<file path="src/rtl/mem_operand_decoder.sv">
module mem_operand_decoder #(
  parameter logic [15:0] HI_BASE  = 16'hFE00,
  parameter logic [15:0] MID_BASE = 16'h0100
) (
  input  logic        clk,
  input  logic        rst_n,
  input  logic        start,
  input  logic [2:0]  kind,
  input  logic        byte_valid,
  input  logic [7:0]  byte_in,
  output logic [1:0]  need_cnt,
  output logic        busy,
  output logic        done,
  output logic        err,
  output logic [1:0]  op_kind,
  output logic [15:0] op_addr,
  output logic [5:0]  op_reg,
  output logic [7:0]  op_ptr,
  output logic [7:0]  op_off
);

  typedef enum logic [1:0] {S_IDLE, S_LO, S_HI} st_t;

  st_t        st;
  logic [2:0] kind_q;
  logic [7:0] lo_q;

  logic [1:0]  nx_kind;
  logic [15:0] nx_addr;
  logic [5:0]  nx_reg;
  logic [7:0]  nx_off;

  function automatic logic [1:0] count_of(input logic [2:0] k);
    case (k)
      3'd2, 3'd3, 3'd4, 3'd5: count_of = 2'd1;
      3'd6:                   count_of = 2'd2;
      default:                count_of = 2'd0;
    endcase
  endfunction

  assign busy     = (st != S_IDLE);
  assign need_cnt = count_of(busy ? kind_q : kind);

  always_comb begin
    nx_kind = 2'd0;
    nx_addr = 16'h0000;
    nx_reg  = 6'd0;
    nx_off  = 8'h00;
    case (kind_q)
      3'd2: begin
        if (byte_in[7]) begin
          nx_kind = 2'd3;
          nx_off  = {byte_in[6], byte_in[6:0]};
        end else begin
          nx_kind = byte_in[0] ? 2'd2 : 2'd1;
          nx_reg  = byte_in[6:1];
        end
      end
      3'd3:    nx_addr = HI_BASE + {8'h00, byte_in};
      3'd5:    nx_addr = MID_BASE + {8'h00, byte_in};
      default: nx_addr = {8'h00, byte_in};
    endcase
  end

  always_ff @(posedge clk) begin
    if (!rst_n) begin
      st      <= S_IDLE;
      kind_q  <= 3'd0;
      lo_q    <= 8'h00;
      done    <= 1'b0;
      err     <= 1'b0;
      op_kind <= 2'd0;
      op_addr <= 16'h0000;
      op_reg  <= 6'd0;
      op_ptr  <= 8'h00;
      op_off  <= 8'h00;
    end else begin
      done <= 1'b0;
      err  <= 1'b0;
      case (st)
        S_IDLE: begin
          if (start) begin
            if (count_of(kind) != 2'd0) begin
              kind_q <= kind;
              st     <= S_LO;
            end else begin
              err <= 1'b1;
            end
          end
        end
        S_LO: begin
          if (byte_valid) begin
            if (kind_q == 3'd6) begin
              lo_q <= byte_in;
              st   <= S_HI;
            end else begin
              op_kind <= nx_kind;
              op_addr <= nx_addr;
              op_reg  <= nx_reg;
              op_ptr  <= {1'b0, nx_reg, 1'b0};
              op_off  <= nx_off;
              done    <= 1'b1;
              st      <= S_IDLE;
            end
          end
        end
        default: begin
          if (byte_valid) begin
            op_kind <= 2'd0;
            op_addr <= {byte_in, lo_q};
            op_reg  <= 6'd0;
            op_ptr  <= 8'h00;
            op_off  <= 8'h00;
            done    <= 1'b1;
            st      <= S_IDLE;
          end
        end
      endcase
    end
  end


  done_single_chk: assert property (@(posedge clk) disable iff (!rst_n)
    done |=> !done);


  done_cause_chk: assert property (@(posedge clk) disable iff (!rst_n)
    done |-> $past(byte_valid));


  err_excl_chk: assert property (@(posedge clk) disable iff (!rst_n)
    err |-> (!done && !busy));


  err_cause_chk: assert property (@(posedge clk) disable iff (!rst_n)
    err |-> $past(start && !busy));


  need_stable_chk: assert property (@(posedge clk) disable iff (!rst_n)
    (busy && $past(busy)) |-> $stable(need_cnt));


  ptr_pair_chk: assert property (@(posedge clk) disable iff (!rst_n)
    (done && op_kind != 2'd0 && op_kind != 2'd3) |-> (op_ptr == {1'b0, op_reg, 1'b0}));


  off_sign_chk: assert property (@(posedge clk) disable iff (!rst_n)
    (done && op_kind == 2'd3) |-> (op_off[7] == op_off[6]));

endmodule

</file>
<file path="config.mk">
export PLATFORM = sky130hd
export DESIGN_NAME = mem_operand_decoder
export DESIGN_NICKNAME = d
export VERILOG_FILES = /design/src/rtl/mem_operand_decoder.sv
export SDC_FILE = /design/constraint.sdc
export NUM_CORES = 1
export LEC_CHECK = 0
export BUFFER_PORTS_ARGS = -buffer_cell sky130_fd_sc_hd__clkbuf_2
export CAP_MARGIN = 10
export CORE_MARGIN = 4
export CORE_UTILIZATION = 55
export CTS_CLUSTER_SIZE = 28
export DETAILED_ROUTE_END_ITERATION = 7
export GPL_TIMING_DRIVEN = 0
export MAX_ROUTING_LAYER = met4
export PLACE_DENSITY = 0.87
export SLEW_MARGIN = 15
export SYNTH_ARGS = -nofsm -noshare
export SYNTH_HDL_FRONTEND = slang
export SYNTH_SLANG_ARGS = --single-unit
export TNS_END_PERCENT = 5
</file>
<file path="constraint.sdc">
create_clock -name clk -period 2.54 [get_ports clk]
set_input_delay 0.381 -clock clk [delete_from_list [all_inputs] [get_ports clk]]
set_output_delay 0.381 -clock clk [all_outputs]
set_load 0.01 [all_outputs]
</file>
== Yosys cells after proc, flatten, opt, wreduce, memory -nomap -nowiden ==
Index checks and enable logic that the tools add are counted.

* Flip-flop bits (word level): 55
* Bits of input ports: 15
* Output and inout port bits: 45

* Add/sub/neg operators: 2
* Equality and inequality tests: 19
* Mux-type cells: 43
* Bitwise gates (word level): 1
* Reduce and logical (&&, ||, !) cells: 11

{| class="wikitable"
|+ Operators with widths
! operator !! number
|-
| $mux W8 || 7
|-
| $mux W16 || 3
|-
| $pmux W16 S3 || 1
|-
| $pmux W16 S2 || 1
|-
| $pmux W8 S2 || 2
|-
| $mux W6 || 5
|-
| $mux W2 || 13
|-
| $eq A3 B3 Y1 const B || 8
|-
| $eq A3 B2 Y1 const B || 6
|-
| $pmux W2 S2 || 4
|-
| $pmux W6 S2 || 1
|-
| $reduce_and A3 Y1 || 4
|-
| $add A10 B9 Y11 const A || 1
|-
| $add A9 B8 Y10 const A || 1
|-
| $ne A2 B2 Y1 const B || 4
|-
| $reduce_or A4 Y1 || 2
|-
| $reduce_bool A2 Y1 || 3
|-
| $mux W1 || 4
|-
| $reduce_and A4 Y1 || 1
|-
| $mux W3 || 1
|-
| $eq A2 B1 Y1 const B || 1
|-
| $logic_not A2 Y1 || 1
|-
| $pmux W1 S2 || 1
|-
| $not A1 Y1 || 1
|}

== Depth between registers and ports, before layout ==
* Word-level depth: 10
* Mapped depth: 5
* Mapped depth without buffers: 3

== Worst setup path before layout ==
OpenSTA, ideal clock, no wires.

* Path type: register to register
* From: reg kind_q[0]
* To: reg op_kind[0]
* Library setup time: 0.067 ns
* Arrival: 1.348 ns
* Setup slack: 1.125 ns
* Stages on the path, launching flop included: 6
* Path buffers: 2
* Clock period less this slack: 1.415 ns
* Path through: dfxtp_1 buf_6 nand4bb_1 buf_4 or4_4 a21oi_2

* Longest elaborated chain between the ends: 5
* Elaborated cells between the ends (all ways): 8

{| class="wikitable"
|+ Ends and longest elaborated chain
! what !! RTL line !! text
|-
| from (decl) || 25 || <nowiki>logic [2:0] kind_q;</nowiki>
|-
| from (signal assigned) || 84 || <nowiki>kind_q <= kind;</nowiki>
|-
| $eq A3 B2 Y1 || 49 || <nowiki>case (kind_q)</nowiki>
|-
| $mux W2 || 49 ||
|-
| $mux W2 || 93 || <nowiki>if (kind_q == 3'd6) begin</nowiki>
|-
| $mux W2 || 92 || <nowiki>if (byte_valid) begin</nowiki>
|-
| $pmux W2 S2 || 80 || <nowiki>case (st)</nowiki>
|-
| to (signal assigned) || 97 || <nowiki>op_kind <= nx_kind;</nowiki>
|-
| to (decl) || 15 || <nowiki>output logic [1:0] op_kind,</nowiki>
|}

Several ways; a longest one is shown, not always the timed one. The select of a mux whose other input is x is not followed.
A chain may end at the register's enable or synchronous reset.

== Final worst setup path ==
* From: reg st[1]
* To: out need_cnt[1]

* Longest elaborated chain between the ends: 5
* Elaborated cells between the ends (all ways): 9

{| class="wikitable"
|+ Ends and longest elaborated chain
! what !! RTL line !! text
|-
| from (decl) || 24 || <nowiki>st_t st;</nowiki>
|-
| from (signal assigned) || 67 || <nowiki>st <= S_IDLE;</nowiki>
|-
| from (signal assigned) || 85 || <nowiki>st <= S_LO;</nowiki>
|-
| from (signal assigned) || 95 || <nowiki>st <= S_HI;</nowiki>
|-
| $reduce_bool A2 Y1 * || 41 || <nowiki>assign busy = (st != S_IDLE);</nowiki>
|-
| $mux W3 * || 42 || <nowiki>assign need_cnt = count_of(busy ? kind_q : kind);</nowiki>
|-
| $eq A3 B2 Y1 or $eq A3 B3 Y1 (tied branches) || 34 || <nowiki>case (k)</nowiki>
|-
| $reduce_or A4 Y1 || 34 ||
|-
| $pmux W2 S2 * || 34 ||
|-
| to (decl) || 11 || <nowiki>output logic [1:0] need_cnt,</nowiki>
|}

Every way passes the cells marked *; elsewhere a longest branch is shown, timed or not.

==> flow_summary.yaml <==
run_status:
  outcome: "finished clean"
yosys:
  yosysUniqueCellTypes: 44
  postSynthAreaPerCell_sq_um: 8.91
  synth_sequential_area_ratio_pct: 43.8
  syn-instance-count: 236
  postSynthRegisterBits: 46
  yosysWarningCount: 0
  syn_area_sq_um: 2100
drt:
  detail-route-antenna-nets: 0
  vias: 1953
  route.detailed.vias_per_inst: 5.61
  detail_route.wirelength_um: 5170
  drt_iter0_drc: 98
  m1WireLength_um: 2150
  wl_met3_um: 509
  wl_met2_um: 2400
  route.detailed.drc: 0
  dr.pass1.iters: 5
  highest-signal-layer: "met4"
  detail_route.wl_per_cell_um: 14.9
cts:
  cts.repair_timing.setup_buffer_count: 0
  clock_latency_on_the_worst_skew_pair_ns: 0.30
  cts_h_tree_depth: 2
  tritoncts: "done"
  cts-root-buf: "sky130_fd_sc_hd__clkbuf_8"
  cts_repair_resize_count: 0
  tritoncts.num_buffers: 5
  cts-root-to-sink-buffers: 2
  cts_hold_buffers: 0
  clk_transition_reported_paths_ns: 0.08
  clock_sink_count: 46
timing:
  timing.fmax_mhz: 519
  finalHoldViolCount: 0
  timing.final.max_slew_violations: 0
  fin_crit_sh_pct: 75.9
  post-route-min-period_ns: 1.93
  relSlewSlack_pct: 62.0
  final.setup_skew_ns: 0.00856
  worst-slew-pin-transition_ns: 0.570
  fin_hold_ws_ns: 0.363
  setup_total_negative_slack_ns: 0
  grt_setup_unrepaired: "no"
  finalSetupViolations: 0
critical_path:
  cp-start-kind: "flip-flop"
  setup.worst_path.start: "st[1]"
  crit_fanout: 10
  end_kind: "output port"
  critical_path_arrival_ns: 1.55
  reg2reg_from: "kind_q[1]"
  timing.setup.critical_path_class: "flip-flop to output port"
  timing.critical_path.required_ns: 2.16
global_route:
  grt_pass1_wl_um: 8420
  globalRouteTotalUtil_pct: 22.2
  globalRoute.totalOverflow: 0
  first_global_vias: 1730
  antenna_found_initial: 0
  pin_count_of_the_biggest_net_entering_global_routing: 15
power_and_ir_drop:
  power.total_mw: 1.39
  peakVddDrop_mv: 0.370
  powerDensity_nw_per_um2: 547
  leakage_nw: 1.04
floorplan:
  design.core.area_sq_um: 3690
  fp.dieW_um: 69.8
  initial_core_utilization_pct: 57.0
  die_height_um: 69.8
  floorplan.rows: 22
  floorplan.die_area_sq_um: 4880
  count_of_pins_on_the_block_boundary: 60
finish:
  layout.cells.non_filler: 348
  final_nets: 314
  flow.area_growth_from_synthesis_pct: 20.6
  final_layout_size_suffix_gt1_share_pct: 31.0
  diodes: 0
  fill_cells: 314
min_path:
  hold_path_class: "input port to flip-flop"
  worst_hold_startpoint: "kind[0]"
place:
  buffers_added_on_ports: 55
  placed_cells: 340
  hpwl_um: 3780
  place_congestion: 0.927
job:
  max_capacitance_violation_count: 0
[cell type report]
class	instances	area (sq um)	area share (%)
multi-input cells	158	1010	39.7
flip-flops and latches	46	921	36.3
repair buffers	55	275	10.8
plain buffers	30	168	6.61
clock buffers	6	82.6	3.25
well taps	48	60.1	2.37
clock inverters	2	12.5	0.493
inverters	3	11.3	0.444
[flip-flops by register name, summed over array words and instances, names as in the netlist]
name	flops
op_addr	16
done	1
lo_q	8
op_off	7
op_kind	2
err	1
st	2
op_ptr	6
kind_q	3
[through the flow]
step                      cell area, sq um  setup slack, ns  util (%)
after detailed placement              2440            0.841      66.2
final                                 2540            0.612      68.8
after global placement                2440            0.842      66.2
after CTS                             2540            0.617      68.8
after floorplan                       2110             1.12         -
after global routing                  2540            0.443      68.8
[worst max-delay path: stages (launching register included)]
cell,delay [ns]
sky130_fd_sc_hd__dfxtp_1,0.32
sky130_fd_sc_hd__buf_2,0.17
sky130_fd_sc_hd__nor2_1,0.39
sky130_fd_sc_hd__nand4b_1,0.14
sky130_fd_sc_hd__o21ai_0,0.09
sky130_fd_sc_hd__clkbuf_2,0.15
[cells by family after synthesis]
family / Yosys count / synth area share [%]
AOI/OAI and AO/OA: 69 / 23.3
and+or+nand+nor: 82 / 22.1
xor gates and xnor gates: 3 / 1.25
muxes: 2 / 0.952
DFF: 46 / 43.8
buffers and inverters: 33 / 8.51
other: 1 / 0.178
[placed cells by master, fill, tap and decap left out, types with 6 or more instances in the layout]
| cell | n |
|---|---|
| sky130_fd_sc_hd__clkbuf_2 | 55 |
| sky130_fd_sc_hd__dfxtp_1 | 46 |
| sky130_fd_sc_hd__nand2_1 | 33 |
| sky130_fd_sc_hd__a21oi_1 | 19 |
| sky130_fd_sc_hd__nand3_1 | 17 |
| sky130_fd_sc_hd__o21ai_0 | 13 |
| sky130_fd_sc_hd__buf_4 | 10 |
| sky130_fd_sc_hd__a311oi_1 | 9 |
| sky130_fd_sc_hd__buf_2 | 8 |
| sky130_fd_sc_hd__clkbuf_1 | 8 |
| sky130_fd_sc_hd__o22ai_1 | 8 |
| sky130_fd_sc_hd__and2_1 | 7 |
| sky130_fd_sc_hd__a32o_1 | 6 |
| sky130_fd_sc_hd__clkbuf_8 | 6 |
[power breakdown]
group / leakage (nW) / switching, mW / internal (mW)
registers: 0.373 / 0.0122 / 0.739
clock network: 0.0472 / 0.240 / 0.219
logic: 0.622 / 0.109 / 0.0681
[synth_stat cells (all sizes together)]
library cell	count	share of area (%)
nand2	33	5.9
nor2b	4	1.2
buf	22	6.5
xor2	1	0.42
nand3	17	4.0
inv	3	0.54
or2b	1	0.36
nand4b	2	1.1
o22ai	8	2.4
conb	1	0.18
and3	1	0.30
or4	2	0.89
nand3b	1	0.36
clkbuf	8	1.4
nor2	5	1.0
and4bb	2	1.2
and2	7	2.1
or3b	1	0.42
dfxtp	46	44
nor4	1	1.0
a21oi	20	4.9
a311oi	9	3.7
xnor2	2	0.83
a31oi	1	0.30
o21a	2	0.71
mux2i	2	0.95
nand4	1	0.30
o221a	8	4.3
o2111a	1	0.54
and3b	1	0.42
a32o	6	2.9
and4	1	0.42
nand4bb	2	1.1
o21ai	14	3.5
[worst paths after layout]
check                 to  slack, ns  depth (start not counted)
max          need_cnt[1]       0.61                          5
min            kind_q[0]       0.36                          3
max reg2reg   op_kind[0]       0.99                          5
min reg2reg    op_off[3]       0.47                          2
[layer usage]
layer  up-vias  track usage, %
li1        973               -
met1       886            26.5
met2        83            36.8
met3        11            5.07
met4         0            7.02
met5         -               -
No activity file was read; power rests on OpenSTA's default activity.
